**src/rtl/rst_seq_pkg.sv**
```systemverilog
package rst_seq_pkg;

   typedef enum logic [1:0] {
      OSC_XT  = 2'd0,
      OSC_HS  = 2'd1,
      OSC_EXT = 2'd2,
      OSC_RC  = 2'd3
   } osc_mode_e;

   typedef enum logic [2:0] {
      PH_BOOT = 3'd0,
      PH_PWRT = 3'd1,
      PH_OST  = 3'd2,
      PH_PLL  = 3'd3,
      PH_DONE = 3'd4
   } phase_e;

   typedef enum logic [2:0] {
      EV_NONE     = 3'd0,
      EV_BOR      = 3'd1,
      EV_WDT      = 3'd2,
      EV_SW       = 3'd3,
      EV_PIN      = 3'd4,
      EV_PIN_SLP  = 3'd5,
      EV_WAKE_WDT = 3'd6,
      EV_WAKE_IRQ = 3'd7
   } evt_e;

   localparam int FLAG_W = 5;
   localparam int FL_POR = 0;
   localparam int FL_BOR = 1;
   localparam int FL_PD  = 2;
   localparam int FL_TO  = 3;
   localparam int FL_RI  = 4;

   localparam logic [FLAG_W-1:0] FLAGS_AT_POR = 5'b11100;

   function automatic logic evt_restarts_full(evt_e e);
      return (e == EV_BOR) || (e == EV_WDT) || (e == EV_SW);
   endfunction

   function automatic logic evt_is_wake(evt_e e);
      return (e == EV_PIN_SLP) || (e == EV_WAKE_WDT) || (e == EV_WAKE_IRQ);
   endfunction

   function automatic logic evt_is_reset(evt_e e);
      return evt_restarts_full(e) || (e == EV_PIN) || (e == EV_PIN_SLP);
   endfunction

endpackage

```
**src/rtl/rst_seq_sync.sv**
```systemverilog
module rst_seq_sync #(
   parameter int WIDTH  = 1,
   parameter int STAGES = 2
) (
   input  logic             clk_i,
   input  logic             rst_i,
   input  logic [WIDTH-1:0] d_i,
   output logic [WIDTH-1:0] q_o
);
   logic [WIDTH-1:0] stage_q [STAGES];

   for (genvar s = 0; s < STAGES; s++) begin : g_stage
      always_ff @(posedge clk_i or posedge rst_i) begin
         if (rst_i)      stage_q[s] <= '0;
         else if (s == 0) stage_q[s] <= d_i;
         else            stage_q[s] <= stage_q[(s > 0) ? s-1 : 0];
      end
   end

   assign q_o = stage_q[STAGES-1];
endmodule

```
**src/rtl/rst_seq_evt.sv**
```systemverilog
module rst_seq_evt
   import rst_seq_pkg::*;
#(
   parameter int SYNC_STAGES = 2
) (
   input  logic clk_i,
   input  logic rst_i,
   input  logic bor_i,
   input  logic wdt_i,
   input  logic sw_i,
   input  logic pin_i,
   input  logic wwdt_i,
   input  logic wirq_i,
   input  logic sleep_i,
   output evt_e evt_o,
   output logic pin_lvl_o
);
   localparam int N_IN  = 6;
   localparam int I_BOR = 0;
   localparam int I_WDT = 1;
   localparam int I_SW  = 2;
   localparam int I_PIN = 3;
   localparam int I_WWD = 4;
   localparam int I_WIR = 5;

   logic [N_IN-1:0] raw, syn, prev_q, rise;

   assign raw = {wirq_i, wwdt_i, pin_i, sw_i, wdt_i, bor_i};

   rst_seq_sync #(.WIDTH(N_IN), .STAGES(SYNC_STAGES)) u_sync (
      .clk_i (clk_i),
      .rst_i (rst_i),
      .d_i   (raw),
      .q_o   (syn)
   );

   always_ff @(posedge clk_i or posedge rst_i) begin
      if (rst_i) prev_q <= '0;
      else       prev_q <= syn;
   end

   assign rise      = syn & ~prev_q;
   assign pin_lvl_o = syn[I_PIN];

   always_comb begin
      evt_o = EV_NONE;
      if (rise[I_BOR])                 evt_o = EV_BOR;
      else if (rise[I_WDT])            evt_o = EV_WDT;
      else if (rise[I_SW])             evt_o = EV_SW;
      else if (rise[I_PIN] && sleep_i) evt_o = EV_PIN_SLP;
      else if (rise[I_PIN])            evt_o = EV_PIN;
      else if (rise[I_WWD] && sleep_i) evt_o = EV_WAKE_WDT;
      else if (rise[I_WIR] && sleep_i) evt_o = EV_WAKE_IRQ;
   end

   p_one_cause_r11: assert property (@(posedge clk_i) disable iff (rst_i)
      $countones(rise[I_WDT:I_BOR]) > 1 |-> evt_o == EV_BOR || evt_o == EV_WDT);
endmodule

```
**src/rtl/rst_seq_timer.sv**
```systemverilog
module rst_seq_timer
   import rst_seq_pkg::*;
#(
   parameter int PWRT_TICKS  = 72,
   parameter int OST_CYCLES  = 1024,
   parameter int PLL_TICKS   = 2,
   parameter bit PLL_SUPPORT = 1'b1
) (
   input  logic      clk_i,
   input  logic      rst_i,
   input  logic      tick_i,
   input  evt_e      evt_i,
   input  osc_mode_e mode_i,
   input  logic      pwrt_en_i,
   input  logic      pll_en_i,
   output phase_e    phase_d_o
);
   localparam int MAX_A  = (PWRT_TICKS > OST_CYCLES) ? PWRT_TICKS : OST_CYCLES;
   localparam int MAX_C  = (MAX_A > PLL_TICKS) ? MAX_A : PLL_TICKS;
   localparam int CNT_W  = $clog2(MAX_C + 1);
   localparam logic [CNT_W-1:0] PWRT_LAST = CNT_W'(PWRT_TICKS - 1);
   localparam logic [CNT_W-1:0] OST_LAST  = CNT_W'(OST_CYCLES - 1);
   localparam logic [CNT_W-1:0] PLL_LAST  = CNT_W'(PLL_TICKS - 1);

   phase_e           phase_q, phase_d;
   phase_e           full_start, wake_start, after_pwrt, after_ost;
   logic [CNT_W-1:0] cnt_q, cnt_d;
   logic             crystal, pll_use, restart;

   assign crystal = (mode_i == OSC_XT) || (mode_i == OSC_HS);

   if (PLL_SUPPORT) begin : g_pll
      assign pll_use = (mode_i == OSC_HS) && pll_en_i;
   end else begin : g_no_pll
      assign pll_use = 1'b0;
   end

   always_comb begin
      full_start = pwrt_en_i ? PH_PWRT : (crystal ? PH_OST : PH_DONE);
      wake_start = crystal ? PH_OST : PH_DONE;
      after_pwrt = crystal ? PH_OST : PH_DONE;
      after_ost  = pll_use ? PH_PLL : PH_DONE;
   end

   always_comb begin
      phase_d = phase_q;
      cnt_d   = cnt_q;
      restart = 1'b0;
      case (phase_q)
         PH_BOOT: phase_d = full_start;
         PH_PWRT: if (tick_i) begin
            if (cnt_q == PWRT_LAST) phase_d = after_pwrt;
            else                    cnt_d   = cnt_q + 1'b1;
         end
         PH_OST: begin
            if (cnt_q == OST_LAST) phase_d = after_ost;
            else                   cnt_d   = cnt_q + 1'b1;
         end
         PH_PLL: if (tick_i) begin
            if (cnt_q == PLL_LAST) phase_d = PH_DONE;
            else                   cnt_d   = cnt_q + 1'b1;
         end
         default: ;
      endcase
      if (evt_restarts_full(evt_i)) begin
         phase_d = full_start;
         restart = 1'b1;
      end else if (evt_is_wake(evt_i)) begin
         phase_d = wake_start;
         restart = 1'b1;
      end
      if (restart || (phase_d != phase_q)) cnt_d = '0;
   end

   always_ff @(posedge clk_i or posedge rst_i) begin
      if (rst_i) begin
         phase_q <= PH_BOOT;
         cnt_q   <= '0;
      end else begin
         phase_q <= phase_d;
         cnt_q   <= cnt_d;
      end
   end

   assign phase_d_o = phase_d;

   p_pwrt_waits_tick_r2: assert property (@(posedge clk_i) disable iff (rst_i)
      (phase_q == PH_PWRT && !tick_i && evt_i == EV_NONE) |=> phase_q == PH_PWRT);

   p_ost_ends_r3: assert property (@(posedge clk_i) disable iff (rst_i)
      (phase_q == PH_OST && cnt_q == OST_LAST && evt_i == EV_NONE)
      |=> (phase_q == PH_PLL || phase_q == PH_DONE));

   p_pll_only_hs_r5: assert property (@(posedge clk_i) disable iff (rst_i)
      $rose(phase_q == PH_PLL) |-> ($past(mode_i) == OSC_HS && $past(pll_en_i)));

   p_restart_r11: assert property (@(posedge clk_i) disable iff (rst_i)
      (evt_restarts_full(evt_i) && pwrt_en_i) |=> (phase_q == PH_PWRT && cnt_q == '0));

   p_wake_skips_pwrt_r6: assert property (@(posedge clk_i) disable iff (rst_i)
      evt_is_wake(evt_i) |=> phase_q != PH_PWRT);
endmodule

```
**src/rtl/rst_seq_flags.sv**
```systemverilog
module rst_seq_flags
   import rst_seq_pkg::*;
#(
   parameter int              ADDR_W = 21,
   parameter logic [ADDR_W-1:0] VEC_HI = 'h08,
   parameter logic [ADDR_W-1:0] VEC_LO = 'h18
) (
   input  logic              clk_i,
   input  logic              rst_i,
   input  evt_e              evt_i,
   input  logic              irq_en_i,
   input  logic              irq_hi_i,
   input  logic [ADDR_W-1:0] pc_i,
   input  logic              wr_i,
   input  logic [FLAG_W-1:0] wdata_i,
   output logic [FLAG_W-1:0] flags_o,
   output logic [ADDR_W-1:0] start_pc_o
);
   localparam logic [ADDR_W-1:0] PC_STEP = ADDR_W'(2);

   logic [FLAG_W-1:0] flags_q, flags_d;
   logic [ADDR_W-1:0] pc_q, pc_d;
   logic [ADDR_W-1:0] resume_pc;

   assign resume_pc = pc_i + PC_STEP;

   always_comb begin
      flags_d = flags_q;
      pc_d    = pc_q;
      case (evt_i)
         EV_BOR: begin
            flags_d[FL_BOR] = 1'b0;
            flags_d[FL_RI]  = 1'b1;
            flags_d[FL_TO]  = 1'b1;
            flags_d[FL_PD]  = 1'b1;
            pc_d            = '0;
         end
         EV_WDT: begin
            flags_d[FL_TO] = 1'b0;
            flags_d[FL_PD] = 1'b1;
            pc_d           = '0;
         end
         EV_SW: begin
            flags_d[FL_RI] = 1'b0;
            pc_d           = '0;
         end
         EV_PIN: pc_d = '0;
         EV_PIN_SLP: begin
            flags_d[FL_TO] = 1'b1;
            flags_d[FL_PD] = 1'b0;
            pc_d           = '0;
         end
         EV_WAKE_WDT: begin
            flags_d[FL_TO] = 1'b0;
            flags_d[FL_PD] = 1'b0;
            pc_d           = resume_pc;
         end
         EV_WAKE_IRQ: begin
            flags_d[FL_TO] = 1'b1;
            flags_d[FL_PD] = 1'b0;
            if (irq_en_i) pc_d = irq_hi_i ? VEC_HI : VEC_LO;
            else          pc_d = resume_pc;
         end
         default: if (wr_i) flags_d = wdata_i;
      endcase
   end

   always_ff @(posedge clk_i or posedge rst_i) begin
      if (rst_i) begin
         flags_q <= FLAGS_AT_POR;
         pc_q    <= '0;
      end else begin
         flags_q <= flags_d;
         pc_q    <= pc_d;
      end
   end

   assign flags_o    = flags_q;
   assign start_pc_o = pc_q;

   p_sw_clears_ri_r8: assert property (@(posedge clk_i) disable iff (rst_i)
      evt_i == EV_SW |=> !flags_q[FL_RI]);

   p_bor_keeps_por_r9: assert property (@(posedge clk_i) disable iff (rst_i)
      evt_i == EV_BOR |=> (!flags_q[FL_BOR] && $stable(flags_q[FL_POR])));

   p_vector_r10: assert property (@(posedge clk_i) disable iff (rst_i)
      (evt_i == EV_WAKE_IRQ && irq_en_i) |=> (pc_q == VEC_HI || pc_q == VEC_LO));

   p_quiet_hold_r12: assert property (@(posedge clk_i) disable iff (rst_i)
      (evt_i == EV_NONE && !wr_i) |=> $stable(flags_q));
endmodule

```
**src/rtl/rst_seq_top.sv**
```systemverilog
module rst_seq_top
   import rst_seq_pkg::*;
#(
   parameter int              PWRT_TICKS  = 72,
   parameter int              OST_CYCLES  = 1024,
   parameter int              PLL_TICKS   = 2,
   parameter bit              PLL_SUPPORT = 1'b1,
   parameter int              SYNC_STAGES = 2,
   parameter int              ADDR_W      = 21,
   parameter logic [ADDR_W-1:0] VEC_HI    = 'h08,
   parameter logic [ADDR_W-1:0] VEC_LO    = 'h18
) (
   input  logic              clk_osc_i,
   input  logic              por_i,
   input  logic              bor_stb_i,
   input  logic              wdt_rst_stb_i,
   input  logic              sw_rst_stb_i,
   input  logic              pin_rst_i,
   input  logic              wake_wdt_stb_i,
   input  logic              wake_irq_stb_i,
   input  logic              sleep_i,
   input  logic              irq_en_i,
   input  logic              irq_hi_i,
   input  logic [1:0]        osc_mode_i,
   input  logic              pwrt_en_i,
   input  logic              pll_en_i,
   input  logic              tick_i,
   input  logic [ADDR_W-1:0] pc_i,
   input  logic              flag_wr_i,
   input  logic [4:0]        flag_wdata_i,
   output logic              core_rst_o,
   output logic [4:0]        flags_o,
   output logic [ADDR_W-1:0] start_pc_o
);
   if (PWRT_TICKS < 1) begin : g_bad_pwrt
      $error("PWRT_TICKS must be at least 1");
   end
   if (OST_CYCLES < 2) begin : g_bad_ost
      $error("OST_CYCLES must be at least 2");
   end
   if (PLL_TICKS < 1) begin : g_bad_pll
      $error("PLL_TICKS must be at least 1");
   end
   if (SYNC_STAGES < 2) begin : g_bad_sync
      $error("SYNC_STAGES must be at least 2");
   end
   if (ADDR_W < 8) begin : g_bad_addr
      $error("ADDR_W must hold both vectors");
   end

   evt_e      evt;
   phase_e    phase_d;
   logic      pin_lvl;
   logic      core_rst_q;
   osc_mode_e mode;

   assign mode = osc_mode_e'(osc_mode_i);

   rst_seq_evt #(.SYNC_STAGES(SYNC_STAGES)) u_evt (
      .clk_i     (clk_osc_i),
      .rst_i     (por_i),
      .bor_i     (bor_stb_i),
      .wdt_i     (wdt_rst_stb_i),
      .sw_i      (sw_rst_stb_i),
      .pin_i     (pin_rst_i),
      .wwdt_i    (wake_wdt_stb_i),
      .wirq_i    (wake_irq_stb_i),
      .sleep_i   (sleep_i),
      .evt_o     (evt),
      .pin_lvl_o (pin_lvl)
   );

   rst_seq_timer #(
      .PWRT_TICKS  (PWRT_TICKS),
      .OST_CYCLES  (OST_CYCLES),
      .PLL_TICKS   (PLL_TICKS),
      .PLL_SUPPORT (PLL_SUPPORT)
   ) u_timer (
      .clk_i     (clk_osc_i),
      .rst_i     (por_i),
      .tick_i    (tick_i),
      .evt_i     (evt),
      .mode_i    (mode),
      .pwrt_en_i (pwrt_en_i),
      .pll_en_i  (pll_en_i),
      .phase_d_o (phase_d)
   );

   rst_seq_flags #(.ADDR_W(ADDR_W), .VEC_HI(VEC_HI), .VEC_LO(VEC_LO)) u_flags (
      .clk_i      (clk_osc_i),
      .rst_i      (por_i),
      .evt_i      (evt),
      .irq_en_i   (irq_en_i),
      .irq_hi_i   (irq_hi_i),
      .pc_i       (pc_i),
      .wr_i       (flag_wr_i),
      .wdata_i    (flag_wdata_i),
      .flags_o    (flags_o),
      .start_pc_o (start_pc_o)
   );

   always_ff @(posedge clk_osc_i or posedge por_i) begin
      if (por_i) core_rst_q <= 1'b1;
      else       core_rst_q <= (phase_d != PH_DONE) || evt_is_reset(evt) || pin_lvl;
   end

   assign core_rst_o = core_rst_q;

   p_pin_holds_r7: assert property (@(posedge clk_osc_i) disable iff (por_i)
      pin_lvl |=> core_rst_o);

   p_reset_pulses_r4: assert property (@(posedge clk_osc_i) disable iff (por_i)
      evt_is_reset(evt) |=> core_rst_o);
endmodule

```
**config.mk**
```make
export PLATFORM = sky130hd
export DESIGN_NAME = rst_seq_top
export DESIGN_NICKNAME = d
export VERILOG_FILES = /design/src/rtl/rst_seq_pkg.sv /design/src/rtl/rst_seq_sync.sv /design/src/rtl/rst_seq_evt.sv /design/src/rtl/rst_seq_timer.sv /design/src/rtl/rst_seq_flags.sv /design/src/rtl/rst_seq_top.sv
export SDC_FILE = /design/constraint.sdc
export NUM_CORES = 1
export LEC_CHECK = 0
export CORE_ASPECT_RATIO = 0.75
export CORE_UTILIZATION = 54
export CTS_CLUSTER_DIAMETER = 120
export DETAILED_ROUTE_END_ITERATION = 10
export PLACE_DENSITY = 0.85
export SLEW_MARGIN = 20
export SYNTH_ARGS = -nofsm -noshare
export SYNTH_HDL_FRONTEND = slang
export SYNTH_SLANG_ARGS = --single-unit
```
**constraint.sdc**
```tcl
create_clock -name clk_osc_i -period 4.91 [get_ports clk_osc_i]
set_input_delay 0.982 -clock clk_osc_i [delete_from_list [all_inputs] [get_ports clk_osc_i]]
set_output_delay 0.982 -clock clk_osc_i [all_outputs]
set_load 0.005 [all_outputs]
```
# Word-level counts from Yosys, hierarchy flattened
# Cells that the tools add are included.
# totals
in_bits,43
ff_bits,59
output_inout_bits,27
# classes
bitwise,6
muxes,34
n_eq_ne,21
n_addsub,2
n_reduce_logical,32
# ops
operator,count
2-to-1 mux 11 bit,6
one-hot mux 21 bit (3 select lines),1
2-to-1 mux 3 bit,17
one-hot mux 11 bit (3 select lines),1
adder 21 x 2 -> 21 bit (second input constant),1
2-to-1 mux 21 bit,1
equality test 3 x 2 -> 1 bit (second input constant),4
equality test 3 bit (second input constant),4
!= test 3 bit (second input constant),4
one-hot mux 3 bit (4 select lines),1
adder 11 x 1 -> 11 bit (second input constant),1
equality test 11 x 1 -> 1 bit (second input constant),1
equality test 11 x 10 -> 1 bit (second input constant),1
equality test 11 x 7 -> 1 bit (second input constant),1
logical OR 1 bit,10
2-to-1 mux 5 bit,2
one-hot mux 2 bit (5 select lines),1
OR reduction 5 bit,2
AND reduction 2 bit,4
OR reduction 7 bit,1
AND 6 bit,1
equality test 3 x 1 -> 1 bit (second input constant),2
!= test 3 x 2 -> 1 bit (second input constant),2
inverter 6 bit,1
other kinds (16),25

# Depth between registers and ports, before layout
# logic_depth
ltp_word,19
ltp_mapped,9

# Modules after synthesis
# A second synthesis with hierarchy kept.
# unflattened
hier_cells,335
area_unflattened_um2,3266.9
# by_module_without_submodules
mod,seq_area_each_um2,n_inst,cells_per_inst,area_per_inst_um2
rst_seq_flags,654.4,1,165,1492.7
rst_seq_timer,350.3,1,121,1079.8
rst_seq_sync,300.3,1,19,349.1
rst_seq_evt,150.1,1,24,284.0
rst_seq_top,26.3,1,6,61.3

# Least setup slack after synthesis
# No wires, ideal clock.
# synth_path
kind,input port to flip-flop
from,in tick_i
to,reg u_timer.cnt_q[0]
n_path_buf,1
stages,7
required_ns,4.786
setup_time_ns,0.124
t_arrival_ns,2.287
slack_ns,2.499
path_cell_list,nor4b_4 > nand3_1 > o211a_1 > or4b_1 > o2111ai_1 > buf_6 > nor3_1
# synth_between
elab_chain_cells,8
# synth_rtl
element,line_no,text
"start, declared",rst_seq_top.sv:27,"input logic tick_i,"
2-to-1 mux 3 bit (on tied branches),"rst_seq_timer.sv:59, rst_seq_timer.sv:51",
one-hot mux 3 bit (4 select lines),rst_seq_timer.sv:49,case (phase_q)
2-to-1 mux 3 bit,rst_seq_timer.sv:68,end else if (evt_is_wake(evt_i)) begin
2-to-1 mux 3 bit,rst_seq_timer.sv:65,if (evt_restarts_full(evt_i)) begin
!= test 3 bit,rst_seq_timer.sv:72,if (restart || (phase_d != phase_q)) cnt_d = '0;
logical OR 1 bit,rst_seq_timer.sv:72,
!= test 3 bit (no source line) (tied with other cells),n/a,
AND reduction 6 bit (no source line),n/a,
"end signal, assigned",rst_seq_timer.sv:81,cnt_q <= cnt_d;
"end, declared",rst_seq_timer.sv:27,"logic [CNT_W-1:0] cnt_q, cnt_d;"
# Parallel ways exist; a longest one is shown, timed or not.
# A chain may end at the register's enable or synchronous reset.

# Worst setup path after layout
# layout_path
from,in tick_i
to,reg u_timer.cnt_q[6]
# layout_between
elab_chain_cells,8
# layout_rtl
element,line_no,text
2-to-1 mux 3 bit (on tied branches),"rst_seq_timer.sv:59, rst_seq_timer.sv:51",
one-hot mux 3 bit (4 select lines) *,rst_seq_timer.sv:49,
2-to-1 mux 3 bit *,rst_seq_timer.sv:68,
2-to-1 mux 3 bit *,rst_seq_timer.sv:65,
net phase_d[1],rst_seq_top.sv:52,phase_e phase_d;
!= test 3 bit *,rst_seq_timer.sv:72,
logical OR 1 bit *,rst_seq_timer.sv:72,
!= test 3 bit (no source line) (tied with other cells),n/a,
AND reduction 6 bit (no source line),n/a,
# Mark *: on every way through the listed nets, which the timed path passes. The rest lies on a longest branch.

==> results by group <==
Critical path
  – CP Data Arrival Time: around 3.2 ns
  – CP Max Fanout: 11
  – Endpoint type of the worst setup path: flip-flop
  – Type of the worst setup path: input port to flip-flop
  – Worst EP required: 5.08 ns
  – Crit start category: input port

CTS
  – H-tree Lvls: 3
  – Post_cts resized: 0
  – Postcts setup bufs: 0
  – Clk Latency, worst-skew pair: 0.34 ns
  – Hold Buf Count CTS: 0
  – CTS tree: done
  – Clock Sink Count: 59
  – Worst-path clk slew: 0.06 ns
  – Clock Tree Buf Depth: 2
  – Clock Root Buffer: clkbuf_8
  – TritonCTS buffer count: 9

Synthesis
  – Cell count after synthesis: 315
  – Post-synth cell types: 55
  – Post-Synth XOR/XNOR Area: between 7 and 8%
  – Post-synthesis mux area share: 1.746%
  – Synth Register Bits: around 60
  – Synth Flop Type: dfrtp_1
  – Seq/Total Area, Yosys: 48.07%
  – Post-synth ARST share: 100.0%
  – Mean Syn Cell Area: 9.783 µm²
  – Adder-cell share of the synthesized area: 1.218%
  – Simple-gate area share of the yosys netlist: 26.27%
  – Ys Warns: 0
  – Syn nets: 361
  – Mapped Area: ~3000 µm²
  – Post-synth EDFFs: 0
  – Largest family of logic cells by synthesized area: simple AND/OR/NAND/NOR gates
  – Synth Area in Compound Gates: 11.65%

Global routing
  – Antenna violations before repair: 0
  – Largest net degree at the start of global routing: 60
  – Grt ovf: 0
  – Vias in the first global route: 2587
  – First-pass GRT wire length: 11910 µm
  – GRT Overall Usage: 26.76%

STA
  – Final min period: 3.023 ns
  – Fmax: roughly 330 MHz
  – Period utilization: a little over 60%
  – Worst Max-Slew Pin Slew: 0.9634 ns
  – Final Hold Fails: 0
  – Endpoints failing setup: 0
  – Final setup TNS: 0 ns
  – Final clock skew: 0.009190 ns
  – Final slew viol count: 0
  – Relative slew slack: 35.71%
  – RSZ-0062 raised after global routing: no
  – Final WS setup: around 1.9 ns

Die
  – Initial core utilization: between 50 and 60%
  – Die height: 67.43 µm
  – Core Region: 5410 µm²
  – Die area: ~6000 µm²
  – IO Pins: 70
  – # rows: 23
  – DIE WIDTH: 89.23 µm

Power
  – Overall power: 1.186 mW
  – VDD IR max: approximately 0.23 mV
  – PD cells: 296.1 nW/µm²
  – Leakage power: 1.618 nW

Drt
  – Post-DRT Antenna Nets: 0
  – WL final: just over 7000 µm
  – DR pass1 iterations: 4
  – Vias per Instance: 5.614
  – Number of remaining DRC errors: 0
  – Wire length per cell: 15.44 µm
  – Via total after detailed routing: 2605
  – DRT iter0 DRCs: 93

Layout
  – Fin util: 74.05%
  – Ant diodes: 0
  – Nets@finish: approximately 430
  – Filler Cell Count: 407
  – Area Growth Syn to Fin: 30.00%
  – Layout cell share with drive strength beyond 1: 9.254%

Placed design
  – Placer Congestion: 0.9319
  – HPWL Detailed: 5148 µm
  – IO buf count: between 60 and 70
  – Pre-CTS setup slack: 1.550 ns

Job
  – Max Cap Viol: 0

Run status
  – Outcome: finished, final reports clean

Hold path
  – Hold Path Class: flip-flop to flip-flop
## cell families after synthesis
| family | after synthesis |
|---|---|
| XOR/XNOR | 28 |
| flip-flops | 59 |
| adder cells (fa/ha/maj) | 3 |
| buffers and inverters | 19 |
| AND/OR/NAND/NOR | 145 |
| AO/OA/AOI/OAI | 56 |
| multiplexers | 5 |
## through the flow
step                      hold slack, ns  cell area [µm²]  cells
after floorplan                   0.3312             3082    315
after global placement            0.3344             3812    449
after detailed placement          0.3347             3812    449
after CTS                         0.3487             4006    464
after global routing              0.3519             4006    464
final                             0.3472             4006    464
## cells in the mapped netlist (6+ instances only)
master    instances  share of area, %
nand3_1          13               2.1
o21ai_0          24               3.9
xor2_1           17               4.8
nor2_1           19               2.3
nor3_1           15               2.4
inv_1             7              0.85
dfrtp_1          55                45
nand2_1          42               5.1
nor2b_1           9               1.8
and3_1            7               1.4
xnor2_1          11               3.1
nand2b_1          6               1.2
nand4_1          10               2.0
a21oi_1          10               1.6
## where the power goes
part	leakage (nW)	internal, mW	switching [mW]	total [mW]
logic	0.760	0.102	0.105	0.207
registers	0.758	0.515	0.0247	0.540
clock network	0.0995	0.259	0.181	0.440
## layer usage
layer	share of wire (%)	wire [µm]	vias up	track usage, %
met5	0	0	-	0
met2	45	3227	94	41.41
li1	-	-	1259	-
met1	44	3175	1239	35.05
met4	1.9	138	0	9.921
met3	8.7	621	13	9.169
## state kept, by name, summed over array words and instances (netlist names)
signal / count
u_flags.start_pc_o: 21
u_timer.cnt_q: 11
u_evt.prev_q: 6
u_evt.u_sync.q_o: 6
u_evt.u_sync.stage_q: 6
u_flags.flags_o: 5
u_timer.phase_q: 3
core_rst_o: 1
## worst max-delay path, cell delays in order
cell and delay (ns):
clkdlybuf4s50_1 0.48, nor4b_4 0.28, a31o_2 0.23, a21boi_0 0.23
a22oi_2 0.11, xor2_1 0.75, nor3_1 0.12
## final timing paths
path                       cells after the start                 endpoint  slack (ns)               startpoint
setup / recovery                               7         u_timer.cnt_q[6]        1.89                   tick_i
hold / removal                                 0      u_evt.u_sync.q_o[1]        0.35  u_evt.u_sync.stage_q[7]
setup reg to reg                               6         u_timer.cnt_q[6]        2.17       u_timer.phase_q[0]
hold reg to reg                                0      u_evt.u_sync.q_o[1]        0.35  u_evt.u_sync.stage_q[7]
max in group asynchronous                      3  u_evt.u_sync.stage_q[9]        3.27                    por_i
min in group asynchronous                      3   u_flags.start_pc_o[17]        1.16                    por_i
## cells in the final DEF (no fill, tap or decap), types with 3 or more instances in the layout
cell type	count
nand2b_1	6
xnor2_1	11
nand2_1	42
inv_1	6
ha_1	3
nor2_1	19
nand4_1	10
nand3_1	13
nor4b_1	3
clkbuf_8	11
a21oi_1	10
dfrtp_1	55
and3_1	7
clkdlybuf4s50_1	69
and4_1	4
dfstp_2	4
nor2b_1	9
xor2_1	17
mux2_2	3
nor3_1	15
nor3b_1	3
o21ai_0	24
nor3_2	3
## cell type report
type	instances	area, µm²	area share, %
clock buffers	13	158.9	3.966
well taps	75	93.84	2.342
flip-flops and latches	59	1481	36.98
clock inverters	2	35.03	0.8745
repair buffers	71	705.7	17.61
multi-input cells	237	1505	37.57
inverters	7	26.28	0.6558
No activity file was read; power rests on OpenSTA's default activity.
